### src/rtl/fsu_pkg.sv
package fsu_pkg;

    localparam int SEL_W = 2;

    typedef enum logic [SEL_W-1:0] {
        NORM_MIN  = 2'd0,
        NORM_PROD = 2'd1,
        NORM_MAX  = 2'd2,
        NORM_PSUM = 2'd3
    } norm_sel_e;

    localparam int DEF_NUM_ANT = 4;
    localparam int DEF_DEG_W   = 8;
    localparam int DEF_LATENCY = 1;

endpackage

### src/rtl/fsu_ant_mask.sv
module fsu_ant_mask #(
    parameter int NUM_ANT = 4,
    parameter int DEG_W   = 8
) (
    input  logic [NUM_ANT*DEG_W-1:0] deg_in,
    input  logic [NUM_ANT-1:0]       en,
    output logic [NUM_ANT*DEG_W-1:0] deg_out
);
    logic all_off;

    assign all_off = ~|en;

    // Unused antecedents become full truth; an empty rule becomes all zero.
    for (genvar i = 0; i < NUM_ANT; i++) begin : g_ant
        always_comb begin
            if (all_off)
                deg_out[i*DEG_W +: DEG_W] = '0;
            else if (en[i])
                deg_out[i*DEG_W +: DEG_W] = deg_in[i*DEG_W +: DEG_W];
            else
                deg_out[i*DEG_W +: DEG_W] = '1;
        end
    end
endmodule

### src/rtl/fsu_norm_pair.sv
module fsu_norm_pair
    import fsu_pkg::*;
#(
    parameter int DEG_W = 8
) (
    input  logic [DEG_W-1:0] a,
    input  logic [DEG_W-1:0] b,
    input  norm_sel_e        sel,
    output logic [DEG_W-1:0] y
);
    localparam int PROD_W = 2 * DEG_W;

    logic [PROD_W-1:0] prod;
    logic [DEG_W-1:0]  prod_hi;
    logic [DEG_W:0]    sum;
    logic [DEG_W:0]    psum;

    assign prod    = PROD_W'(a) * PROD_W'(b);
    assign prod_hi = prod[PROD_W-1:DEG_W];
    assign sum     = {1'b0, a} + {1'b0, b};
    assign psum    = sum - {1'b0, prod_hi};

    always_comb begin
        unique case (sel)
            NORM_MIN:  y = (a < b) ? a : b;
            NORM_PROD: y = prod_hi;
            NORM_MAX:  y = (a > b) ? a : b;
            NORM_PSUM: y = psum[DEG_W] ? {DEG_W{1'b1}} : psum[DEG_W-1:0];
            default:   y = '0;
        endcase
    end
endmodule

### src/rtl/fsu_norm_reduce.sv
module fsu_norm_reduce
    import fsu_pkg::*;
#(
    parameter int NUM_ANT = 4,
    parameter int DEG_W   = 8
) (
    input  logic [NUM_ANT*DEG_W-1:0] deg,
    input  norm_sel_e                sel,
    output logic [DEG_W-1:0]         result
);
    logic [DEG_W-1:0] acc [NUM_ANT];

    assign acc[0] = deg[DEG_W-1:0];

    // Left fold: antecedent 0 seeds the chain, higher indices join in order.
    for (genvar i = 1; i < NUM_ANT; i++) begin : g_fold
        fsu_norm_pair #(.DEG_W(DEG_W)) pair_i (
            .a   (acc[i-1]),
            .b   (deg[i*DEG_W +: DEG_W]),
            .sel (sel),
            .y   (acc[i])
        );
    end

    assign result = acc[NUM_ANT-1];
endmodule

### src/rtl/fsu_out_pipe.sv
module fsu_out_pipe #(
    parameter int DEG_W   = 8,
    parameter int LATENCY = 1
) (
    input  logic             clk,
    input  logic             rst,
    input  logic             v_in,
    input  logic [DEG_W-1:0] d_in,
    output logic             v_out,
    output logic [DEG_W-1:0] d_out
);
    typedef struct packed {
        logic             vld;
        logic [DEG_W-1:0] val;
    } stage_t;

    stage_t st [LATENCY];

    always_ff @(posedge clk) begin
        if (rst) st[0] <= '0;
        else     st[0] <= '{vld: v_in, val: d_in};
    end

    for (genvar k = 1; k < LATENCY; k++) begin : g_stage
        always_ff @(posedge clk) begin
            if (rst) st[k] <= '0;
            else     st[k] <= st[k-1];
        end
    end

    assign v_out = st[LATENCY-1].vld;
    assign d_out = st[LATENCY-1].val;
endmodule

### src/rtl/fire_strength_unit.sv
module fire_strength_unit
    import fsu_pkg::*;
#(
    parameter int NUM_ANT = DEF_NUM_ANT,
    parameter int DEG_W   = DEF_DEG_W,
    parameter int LATENCY = DEF_LATENCY
) (
    input  logic                     clk,
    input  logic                     rst,
    input  logic                     in_valid,
    input  logic [NUM_ANT*DEG_W-1:0] degrees,
    input  logic [NUM_ANT-1:0]       ant_en,
    input  logic [SEL_W-1:0]         norm_sel,
    output logic                     out_valid,
    output logic [DEG_W-1:0]         strength
);
    logic [NUM_ANT*DEG_W-1:0] masked;
    logic [DEG_W-1:0]         comb_strength;
    norm_sel_e                sel_e;

    assign sel_e = norm_sel_e'(norm_sel);

    fsu_ant_mask #(.NUM_ANT(NUM_ANT), .DEG_W(DEG_W)) mask_i (
        .deg_in  (degrees),
        .en      (ant_en),
        .deg_out (masked)
    );

    fsu_norm_reduce #(.NUM_ANT(NUM_ANT), .DEG_W(DEG_W)) reduce_i (
        .deg    (masked),
        .sel    (sel_e),
        .result (comb_strength)
    );

    fsu_out_pipe #(.DEG_W(DEG_W), .LATENCY(LATENCY)) pipe_i (
        .clk   (clk),
        .rst   (rst),
        .v_in  (in_valid),
        .d_in  (comb_strength),
        .v_out (out_valid),
        .d_out (strength)
    );
endmodule

### config.mk
export PLATFORM = sky130hd
export DESIGN_NAME = fire_strength_unit
export DESIGN_NICKNAME = d
export VERILOG_FILES = /design/src/rtl/fsu_pkg.sv /design/src/rtl/fsu_ant_mask.sv /design/src/rtl/fsu_norm_pair.sv /design/src/rtl/fsu_norm_reduce.sv /design/src/rtl/fsu_out_pipe.sv /design/src/rtl/fire_strength_unit.sv
export SDC_FILE = /design/constraint.sdc
export NUM_CORES = 1
export LEC_CHECK = 0
export BUFFER_PORTS_ARGS = -buffer_cell sky130_fd_sc_hd__clkbuf_2
export CORE_MARGIN = 10
export CORE_UTILIZATION = 51
export CTS_CLUSTER_SIZE = 10
export DETAILED_ROUTE_END_ITERATION = 12
export HOLD_SLACK_MARGIN = 0.08
export PLACE_DENSITY_LB_ADDON = 0.25
export SETUP_SLACK_MARGIN = 0.2
export SYNTH_ARGS = -nofsm -noshare
export SYNTH_HDL_FRONTEND = slang
export SYNTH_SLANG_ARGS = --single-unit
### constraint.sdc
create_clock -name clk -period 24.3 [get_ports clk]
set_input_delay 1.215 -clock clk [delete_from_list [all_inputs] [get_ports clk]]
set_output_delay 1.215 -clock clk [all_outputs]
set_load 0.005 [all_outputs]
### Word-level counts from Yosys, hierarchy flattened

Memory sizes are Yosys's and may differ from the RTL's.
Index checks and enable logic that the tools add are counted.

* memories kept: 1
* bits of input ports: 41
* memory bits (writable): 9
* flip-flop bits (word level): 0
* output and inout port bits: 9
* logic and storage cells: 47

Memories
* pipe_i.st: words 1, width 9, rd ports 1, clocked after Yosys merged registers in 0, write ports 1, RTL line fsu_out_pipe.sv:17 `stage_t st [LATENCY];`

* reductions and logical operators: 3
* magnitude comparators: 6
* mux-type cells: 25
* $mul: 3
* equality and inequality tests: 3
* add/sub/neg operators: 6

Operators by type and width (number)
* $mux W8: 17
* $pmux W8 S4: 3
* $mul A8 B8 Y16: 3
* $add A8 B8 Y9: 3
* $sub A9 B8 Y9: 3
* $gt A8 B8 Y1: 3
* $lt A8 B8 Y1: 3
* $mux W9: 1
* $reduce_or A9 Y1: 1
* $eq A2 B2 Y1 const B: 2
* $mux W1: 4
* $reduce_or A4 Y1: 1
* $eq A2 B1 Y1 const B: 1
* $logic_not A2 Y1: 1

### Longest topological paths before layout

Gate-level depths: netlist of run 1.

* depth in word-level cells: 15
* gate-level depth with buffers: 97
* mapped depth without buffers: 95

### Cells and area by module

From an unflattened synthesis of run 1, not the netlist that was laid out.

* cells, all modules: 1152
* area, all modules: 9680.5 um^2

By module, submodules not included
* fsu_norm_pair (reduce_i.g_fold[2].pair_i): cells each 370, seq. area each 0.0 um^2, instances 1, area an instance 3126.7 um^2
* fsu_norm_pair (reduce_i.g_fold[1].pair_i): cells each 348, seq. area each 0.0 um^2, instances 1, area an instance 3035.4 um^2
* fsu_norm_pair (reduce_i.g_fold[3].pair_i): cells each 344, seq. area each 0.0 um^2, instances 1, area an instance 2902.8 um^2
* fsu_ant_mask: cells each 72, seq. area each 0.0 um^2, instances 1, area an instance 379.1 um^2
* fsu_out_pipe: cells each 18, seq. area each 180.2 um^2, instances 1, area an instance 236.5 um^2

### Worst setup path after synthesis of run 1

No wires, ideal clock.

* path kind: input to register
* start: input ant_en[1]
* end: memory pipe_i.st[0][7] in the netlist's numbering
* path buffers: 2
* data arrival time: 20.901 ns
* setup slack: 3.279 ns
* stages on the path: 90
* cell sequence: or4_4 > buf_2 > nand2_1 > inv_1 > ha_1 > fa_1 > fa_1 > fa_1 > inv_1 > fa_1 > inv_1 > ha_1 > nand2_1 > nand3_1 > o311a_4 > a21o_1 > and2_1 > o21ai_2 > [... 54 more ...] > a21oi_1 > a31oi_4 > xnor2_1 > fa_1 > ha_1 > nor2b_1 > o21ai_0 > a21boi_0 > o21ai_0 > nand2b_1 > a21o_1 > a21oi_1 > xnor2_1 > o21ai_0 > o31ai_1 > a21oi_1 > a21oi_1 > a211o_1

* cells in the longest elaborated chain, start to end: 15
* elaborated cells on any way between the ends: 34
* classes of those cells: add/sub: 6; mul: 3; order compare: 6; mux: 18; reduce/logical: 1

RTL lines
* start: declaration: RTL line fire_strength_unit.sv:12 `input logic [NUM_ANT-1:0] ant_en,`
* $reduce_or A4 Y1 or $mux W8 (tied branches): RTL line fsu_ant_mask.sv:11, fsu_ant_mask.sv:18
* $mux W8: RTL line fsu_ant_mask.sv:16 `if (all_off)`
* $mul A8 B8 Y16 or $add A8 B8 Y9 (tied branches): RTL line fsu_norm_pair.sv:18, fsu_norm_pair.sv:20
* $sub A9 B8 Y9: RTL line fsu_norm_pair.sv:21 `assign psum = sum - {1'b0, prod_hi};`
* $mux W8: RTL line fsu_norm_pair.sv:28 `NORM_PSUM: y = psum[DEG_W] ? {DEG_W{1'b1}} : psum[DEG_W-1:0];`
* $pmux W8 S4: RTL line fsu_norm_pair.sv:24 `unique case (sel)`
* $mul A8 B8 Y16 or $add A8 B8 Y9 (tied branches): RTL line fsu_norm_pair.sv:18, fsu_norm_pair.sv:20
* $sub A9 B8 Y9: RTL line fsu_norm_pair.sv:21
* $mux W8: RTL line fsu_norm_pair.sv:28
* $pmux W8 S4: RTL line fsu_norm_pair.sv:24
* $mul A8 B8 Y16 or $add A8 B8 Y9 (tied branches): RTL line fsu_norm_pair.sv:18, fsu_norm_pair.sv:20
* $sub A9 B8 Y9: RTL line fsu_norm_pair.sv:21
* $mux W8: RTL line fsu_norm_pair.sv:28
* $pmux W8 S4 *: RTL line fsu_norm_pair.sv:24
* $mux W9 (no line) *
* end: declaration: RTL line fsu_out_pipe.sv:17

Mark *: on every way between the ends. The rest lies on a longest branch, timed or not.

### Worst setup path after layout of run 1

* start: input ant_en[1]
* end: memory pipe_i.st[0][2] in the netlist's numbering

The elaborated chain is that of the path after synthesis.

==> impl_results.md, run 1 <==
* Outcome: finished clean
* Net count after synthesis at 1526
* Final Hold Violating Endpoints at 0
* Class of the worst hold path: in2reg
* Main area contributors after synthesis: fa_1, ha_1, nor2_1
* Combinational family with the most area after synthesis: adder cells
* Vias per Instance at 5.84
* Cts bufs inserted at 3
* Boundary Pins at 50
* Antenna violations before repair at 0
* Multiplexer share of the synthesized area at 0.523%
* Final global-route overflow total at 0
* Fill cell count at 1726
* Core area at 18600 um^2
* Crit path launch type: input port
* Number of enable flip-flop cells after synthesis at 0
* Simple-gate portion of the synthesized area at 16.7%
* Initial Util at 51.5%
* Global Route Usage Sum at 22.2%
* Clock-pin transition on the worst setup and hold timing paths at 50 ps
* Layout net count at 1571
* Die footprint at 24600 um^2
* Number of vias after detailed routing at 8540
* Number of hold buffers added after CTS at 0
* Required time at the endpoint of the critical path at 24440 ps
* Die span in y at 157 um
* Register bank with the most flops: pipe_i.st
* Transition time of the tightest slew-check pin at 1160 ps
* Unrepaired setup endpoints after global routing: no
* Most numerous cell types in the synthesized netlist: nor2_1, inv_1, ha_1, fa_1, a21oi_1
* Routed length per instance at 18.6 um
* DR pass1 iterations at 6
* Row cnt at 50
* Register area share after synthesis at 1.88%
* Beginning of the critical path: ant_en[1]
* Post-synth cell types at 81
* Number of sinks driven by the clock tree at 9
* Syn Inst Count at 1185
* Final RePlAce weighted congestion at 0.952
* XOR/XNOR Fraction of Synth Area at 3.82%
* Library cell with the highest instance count after synthesis: nor2_1
* Input/output buffers at 49
* Overall die width at 157 um
* Start point of the worst min-delay path: in_valid
* Fraction of registers with async set or reset after synthesis at 0%
* CP endpoint kind: register
* Post-synthesis average cell area at 8.07 um^2
* H-tree depth reported by CTS at 1
* Ratio of cells with drive above 1 in the final layout at 9.60%
* Post-layout minimum cycle time at 22850 ps
* Post-synthesis share of cell area spent on full adders, half adders and majority gates at 49.4%
* Most Frequent Cell on Critical Path: fa_1
* Antenna fix cells at 0
* Synth Area in Compound Gates at 18.7%
* Worst slew margin relative to its limit at 20.5%
* Share of the clock period used by the worst path at 94.0%
* Setup TNS at 0 ps
* Share of the synthesized area in the top cell type at 27.0%
* Count of non-filler cells in the finished layout at 1463
* Pins Over Slew Limit at 0
* Delay contributed by the slowest stage of the critical path at 750 ps
* Number of violations of the max-capacitance limit at 0
* Via count of the first global-routing pass at 8849
* Largest registers: pipe_i.st: 9 flops
* Cell area after synthesis at 9560 um^2
* Critical path class: in2reg
* Total setup violations reported at the end of the flow at 0
* Worst setup timing slack at the placement stage at 656 ps
* Critical Path Fanout Max at 21
* Area of combinational cells with multiple inputs at 8560 um^2
* Detailed Route WL at 27300 um
* Warning count from the yosys run at 0
* Number of nets with antenna violations after detailed routing at 0
* Clock root cell: clkbuf_16
* Sequential Area at 180 um^2
* Cell type of the slowest stage on the worst timing path: or4_4
* Smallest setup slack after layout at 1450 ps
* Area growth from synthesis to layout at 7.37%
* Post-synthesis register bit count at 9
* Detailed Place HPWL at 22500 um
* Arr. time, crit path at 22990 ps
* Pin count of the biggest net entering global routing at 38
* First DRT Iteration DRCs at 712
* Count of unresolved DRC violations after routing at 0
* CTS tree: built
* Count of placed standard cells including taps at 1457
* Number of flip-flops in the largest register at 9
* Most area-hungry cell type in the Yosys netlist: fa_1
* Number of buffers between clock root and the deepest sink at 2
* Main flop type after synthesis: dfxtp_1
* Wire length of the first global-routing pass at 44600 um
* Maximum clock frequency at 43.8 MHz
through the flow:
step / hold slack (ps) / util, % / cell area, um^2
2_1_floorplan: 1340 / - / 9560
3_3_place_gp: 1430 / 54.5 / 10100
3_5_place_dp: 1440 / 54.5 / 10100
4_1_cts: 1190 / 54.9 / 10200
5_1_grt: 1220 / 55.2 / 10300
6_report: 1190 / 55.2 / 10300
layout make-up:
| cell class | instances | share of cell area [%] |
|---|---|---|
| well taps | 234 | 2.85 |
| clock inverters | 1 | 0.0488 |
| flip-flops and latches | 9 | 1.76 |
| repair buffers | 70 | 4.05 |
| multi-input cells | 950 | 83.4 |
| inverters | 196 | 7.17 |
| clock buffers | 3 | 0.731 |
what timing repair did:
action | 4_1_cts | 5_1_grt
setup endpoints to repair | 0 | 8
setup buffers | 0 | 2
hold endpoints to repair | 0 | 0
gates resized for setup | 0 | 6
kinds of logic (layout without fill, tap and decap cells):
| logic type | Yosys count | in the layout |
|---|---|---|
| simple gates | 352 | 352 |
| fa+ha+maj | 300 | 300 |
| compound gates | 253 | 253 |
| buf+inv | 226 | 270 |
| xor+xnor | 40 | 40 |
| flops | 9 | 9 |
| mux | 5 | 5 |
path summary, 6_finish.rpt:
path / end / slack, ps / cells past startpoint
setup / recovery: pipe_i.st[0][2]$_SDFF_PP0_ / 1450 / 86
hold / removal: pipe_i.st[0][8]$_SDFF_PP0_ / 1190 / 2
per-layer routing:
metal,global-route usage (%),share of wire [%],vias to the layer above
li1,-,-,4040
met1,28.8,42,4116
met2,38.3,48,324
met3,2.46,6.8,60
met4,6.11,2.5,0
met5,0,0,-
worst max-delay path: cells and delay by family:
kind                       cells  cell delay [ps]
adders and majority gates     22             9570
AOI/OAI and AO/OA             32             7000
and+or+nand+nor               19             3630
buffers and inverters          9              800
xor gates and xnor gates       4              710
layout by cell type (no fill, tap or decap), types with 9 or more instances in the layout:
cell	instances
xnor2_1	29
buf_4	20
nor2_1	191
nand4_1	9
o21ai_1	15
nand2_1	59
fa_1	129
a21oi_1	63
dfxtp_1	9
nor3_1	14
nand2b_1	16
o21ai_0	50
clkbuf_2	49
ha_1	171
inv_1	190
a21o_1	15
nor2b_1	16
Power of run 1 is left out: the tool's default activity adds up to more than one toggle a clock period on the data nets, which glitch-free logic cannot reach.
==> run 2: changes to the inputs <==
Settings changed: PLACE_DENSITY_LB_ADDON 0.25 to 0.12, SETUP_SLACK_MARGIN 0.2 to default.
Clock period 24.3 ns to 18.9 ns, I/O delays scaled along.
==> impl_results.md, run 2 (synthesized netlist as in run 1, its figures left out) <==
* Number of hold buffers added after CTS at 0 (unchanged)
* Largest registers: pipe_i.st: 9 flops
* Crit path launch type: input port
* Delay contributed by the slowest stage of the critical path at 630 ps (-120 ps)
* Number of violations of the max-capacitance limit at 0 (unchanged)
* Layout net count at 1834 (+17%)
* Worst setup timing slack at the placement stage at -1890 ps (-2540 ps)
* Outcome: finished, violations left
* Failing checks: setup timing
* Detailed Route WL at 31500 um (+16%)
* Global Route Usage Sum at 25.5% (+3.3 points)
* Start point of the worst min-delay path: in_valid
* Number of buffers between clock root and the deepest sink at 2 (unchanged)
* Number of sinks driven by the clock tree at 9 (unchanged)
* Input/output buffers at 49 (unchanged)
* Share of the clock period used by the worst path at 107%
* Critical path class: in2reg
* Row cnt at 50 (unchanged)
* Final global-route overflow total at 0 (unchanged)
* Beginning of the critical path: ant_en[0]
* Die footprint at 24600 um^2 (unchanged)
* Final Hold Violating Endpoints at 0 (unchanged)
* Ratio of cells with drive above 1 in the final layout at 32.6% (+23 points)
* Via count of the first global-routing pass at 9970 (+13%)
* Highest-count cells in the layout ignoring fill and taps: buf_4, inv_1, nor2_1
* CTS tree: built
* Final RePlAce weighted congestion at 0.982 (+3.2%)
* Transition time of the tightest slew-check pin at 1100 ps (-67.2 ps)
* Area growth from synthesis to layout at 35.3%
* Number of flip-flops in the largest register at 9 (unchanged)
* Most frequent standard cell in the layout excluding fill and tap cells: buf_4
* Pins Over Slew Limit at 0 (unchanged)
* Core area at 18600 um^2 (unchanged)
* Antenna violations before repair at 0 (unchanged)
* Class of the worst hold path: in2reg
* Critical Path Fanout Max at 6 (-71%)
* Most Frequent Cell on Critical Path: fa_1
* Smallest setup slack after layout at -1240 ps (-2690 ps)
* First DRT Iteration DRCs at 505 (-29%)
* Count of unresolved DRC violations after routing at 0 (unchanged)
* Boundary Pins at 50 (unchanged)
* Register bank with the most flops: pipe_i.st
* Maximum clock frequency at 49.7 MHz
* Post-layout minimum cycle time at 20140 ps
* Detailed Place HPWL at 26100 um (+16%)
* Routed length per instance at 18.3 um (-2.1%)
* Wire length of the first global-routing pass at 50400 um (+13%)
* Number of vias after detailed routing at 9567 (+12%)
* Overall die width at 157 um (unchanged)
* Clock-pin transition on the worst setup and hold timing paths at 40 ps (about the same)
* Cts bufs inserted at 3 (unchanged)
* Cell type of the slowest stage on the worst timing path: or4_4
* Initial Util at 51.5% (unchanged)
* DR pass1 iterations at 5 (-1)
* Worst slew margin relative to its limit at 26.5% (+6.0 points)
* H-tree depth reported by CTS at 1 (unchanged)
* Pin count of the biggest net entering global routing at 38 (unchanged)
* Smallest hold slack at 923 ps (-262 ps)
* Unrepaired setup endpoints after global routing: yes
* Vias per Instance at 5.54 (-5.0%)
* Arr. time, crit path at 20260 ps (-2730 ps)
* Antenna fix cells at 0 (unchanged)
* Clock root cell: clkbuf_16
* Total setup violations reported at the end of the flow at 8 (+8)
* Required time at the endpoint of the critical path at 19020 ps (-5420 ps)
* CP endpoint kind: register
* Number of nets with antenna violations after detailed routing at 0 (unchanged)
* Die span in y at 157 um (unchanged)
[run 2: changes by cell type in the layout (fill, tap and decap cells not counted), sizes merged]
cell,previous run,this run
buf,21,285
clkinv,3,2
[run 2: repair_timing]
item,4_1_cts,5_1_grt
pin swaps,31,69
buffers inserted,28,14
gates resized for setup,40,51
endpoints found under the setup margin,8,8
[run 2: worst max-delay path, delay by kind of cell]
kind,cells,cell delay (ps)
AOI/OAI and AO/OA,31,5110
muxes,1,100
and+or+nand+nor,18,2950
adders and majority gates,22,9120
buffers and inverters,12,1180
xor gates and xnor gates,5,850
[run 2: through the flow]
step	setup TNS, ps	instance area [um^2]	utilization [%]	cells
2_1_floorplan	-2280	9900	-	1185
3_3_place_gp	-10700	12100	65.2	1681
3_5_place_dp	-14060	12100	65.2	1681
4_1_cts	-7970	12600	67.8	1713
5_1_grt	-14850	12900	69.6	1726
6_report	-9060	12900	69.6	1726
[run 2: metal layers]
layer	vias up	global-route usage [%]	routed length, um
li1	4569	-	-
met1	4605	31.1	12700
met2	317	45.3	15600
met3	76	3.90	2150
met4	0	7.60	1090
met5	-	0	0
[run 2: layout make-up]
cell class              count  area, um^2
well taps                 234         293
flip-flops and latches      9         180
multi-input cells         950        9240
inverters                 196         743
repair buffers            333        2400
fillers                  1527        5650
clock buffers               4        78.8
[run 2: final timing paths]
check | to | cells past startpoint
setup / recovery | pipe_i.st[0][7]$_SDFF_PP0_ | 89
hold / removal | pipe_i.st[0][8]$_SDFF_PP0_ | 2
Power of run 2 is left out for the same reason.
==> run 3: changes to the inputs <==
Settings changed: REMOVE_ABC_BUFFERS from default to 1.
==> impl_results.md, run 3 (synthesized netlist as in run 1, its figures left out) <==
* Largest registers: pipe_i.st: 9 flops
* Die span in y at 157 um (unchanged)
* Detailed Route WL at 32800 um (+4.1%)
* Worst slew margin relative to its limit at 28.2% (+1.7 points)
* Pins Over Slew Limit at 0 (unchanged)
* Number of sinks driven by the clock tree at 9 (unchanged)
* Post-route standard cell area excluding fillers at 13100 um^2 (+1.1%)
* Wire length of the first global-routing pass at 52300 um (+3.9%)
* Maximum clock frequency at 49.2 MHz (-0.84%)
* Layout net count at 1840 (+0.33%)
* Transition time of the tightest slew-check pin at 1070 ps (-25.9 ps)
* First DRT Iteration DRCs at 764 (+51%)
* Via count of the first global-routing pass at 10213 (+2.4%)
* Crit path launch type: input port
* CP endpoint kind: register
* Setup TNS at -10530 ps (-1460 ps)
* Row cnt at 50 (unchanged)
* Unrepaired setup endpoints after global routing: yes
* Outcome: finished, violations left
* Most frequent standard cell in the layout excluding fill and tap cells: buf_4
* Fill cell count at 1506 (-1.4%)
* Cts bufs inserted at 3 (unchanged)
* Number of flip-flops in the largest register at 9 (unchanged)
* Arr. time, crit path at 20440 ps (+180 ps)
* Boundary Pins at 50 (unchanged)
* H-tree depth reported by CTS at 1 (unchanged)
* Endpoint of the most critical setup path: pipe_i.st[0][7]$_SDFF_PP0_
* Detailed Place HPWL at 26400 um (+1.2%)
* Overall die width at 157 um (unchanged)
* Number of buffers between clock root and the deepest sink at 2 (unchanged)
* Final RePlAce weighted congestion at 1.02 (+3.5%)
* Core area at 18600 um^2 (unchanged)
* Failing checks: setup timing
* Post-layout minimum cycle time at 20310 ps (+171 ps)
* Delay contributed by the slowest stage of the critical path at 610 ps (-20 ps)
* Post-placement cell area at 11800 um^2 (-2.3%)
* Share of the clock period used by the worst path at 107% (+0.91 points)
* Global Route Usage Sum at 26.3% (+0.78 points)
* DR pass1 iterations at 8 (+3)
* Number of nets with antenna violations after detailed routing at 0 (unchanged)
* Highest-count cells in the layout ignoring fill and taps: buf_4, inv_1, nor2_1
* Final Hold Violating Endpoints at 0 (unchanged)
* Cell type of the slowest stage on the worst timing path: fa_1
* Register bank with the most flops: pipe_i.st
* Total setup violations reported at the end of the flow at 8 (unchanged)
* Initial Util at 51.5% (unchanged)
* Area growth from synthesis to layout at 36.8%
* Critical path class: in2reg
* Most Frequent Cell on Critical Path: fa_1
* Antenna violations before repair at 1 (+1)
* Clock-pin transition on the worst setup and hold timing paths at 40 ps (about the same)
* Clock root cell: clkbuf_16
* Start point of the worst min-delay path: in_valid
* Count of unresolved DRC violations after routing at 0 (unchanged)
* Vias per Instance at 5.70 (+2.9%)
* Number of violations of the max-capacitance limit at 0 (unchanged)
* Class of the worst hold path: in2reg
* Antenna fix cells at 0 (unchanged)
* CTS tree: built
* Worst setup timing slack at the placement stage at -2630 ps (-742 ps)
* Smallest setup slack after layout at -1410 ps (-171 ps)
* Critical Path Fanout Max at 5 (-1)
* Pin count of the biggest net entering global routing at 38 (unchanged)
* Ratio of cells with drive above 1 in the final layout at 33.9% (+1.3 points)
* Required time at the endpoint of the critical path at 19030 ps (about the same)
* Final Core Density at 70.4% (+0.79 points)
* Beginning of the critical path: ant_en[3]
* Number of hold buffers added after CTS at 0 (unchanged)
* Input/output buffers at 49 (unchanged)
* Number of vias after detailed routing at 9881 (+3.3%)
* Routed length per instance at 18.9 um (+3.7%)
* Final global-route overflow total at 0 (unchanged)
* Die footprint at 24600 um^2 (unchanged)
==> run 3: cell types whose count changed in the layout (fill, tap and decap cells not counted), sizes merged <==
cell / delta
buf: +6
clkinvlp: +1
clkinv: -1
==> run 3: stage by stage <==
stage	hold WS, ps	std cells
2_1_floorplan	1010	1155
3_3_place_gp	1160	1686
3_5_place_dp	1190	1686
4_1_cts	944	1717
5_1_grt	960	1732
6_report	933	1732
==> run 3: layout make-up <==
| cell class | instances | area, um^2 | share of cell area [%] |
|---|---|---|---|
| clock buffers | 4 | 78.8 | 0.603 |
| inverters | 196 | 739 | 5.65 |
| multi-input cells | 950 | 9320 | 71.2 |
| flip-flops and latches | 9 | 180 | 1.38 |
| well taps | 234 | 293 | 2.24 |
| repair buffers | 339 | 2470 | 18.9 |
==> run 3: timing repair <==
action                     in CTS  in global routing
resized for setup             100                 83
buffers inserted               30                 16
cloned                          0                  0
pin swaps                      96                111
setup endpoints to repair       8                  8
==> run 3: metal layers <==
| metal | up-vias | share of wire, % | global-route usage, % |
|---|---|---|---|
| li1 | 4574 | - | - |
| met2 | 458 | 47 | 44.5 |
| met3 | 80 | 7.9 | 4.07 |
| met4 | 0 | 2.7 | 6.61 |
| met1 | 4769 | 42 | 34.2 |
| met5 | - | 0 | 0 |
==> run 3: how the worst min path moves through the flow <==
stage	slack, ps	end	cells after the start
CTS	940	pipe_i.st[0][8]$_SDFF_PP0_	2
global route	960	pipe_i.st[0][8]$_SDFF_PP0_	2
global placement	1160	pipe_i.st[0][8]$_SDFF_PP0_	2
detailed placement	1190	pipe_i.st[0][8]$_SDFF_PP0_	2
floorplan	1010	pipe_i.st[0][3]$_SDFF_PP0_	1
finish	930	pipe_i.st[0][8]$_SDFF_PP0_	2
==> run 3: critical path: cells and delay by family <==
family | cells | cell delay, ps
compound gates | 37 | 6890
xor+xnor | 4 | 580
buf+inv | 16 | 1510
fa+ha+maj | 22 | 9190
simple gates | 9 | 1330
Power of run 3 is left out for the same reason.
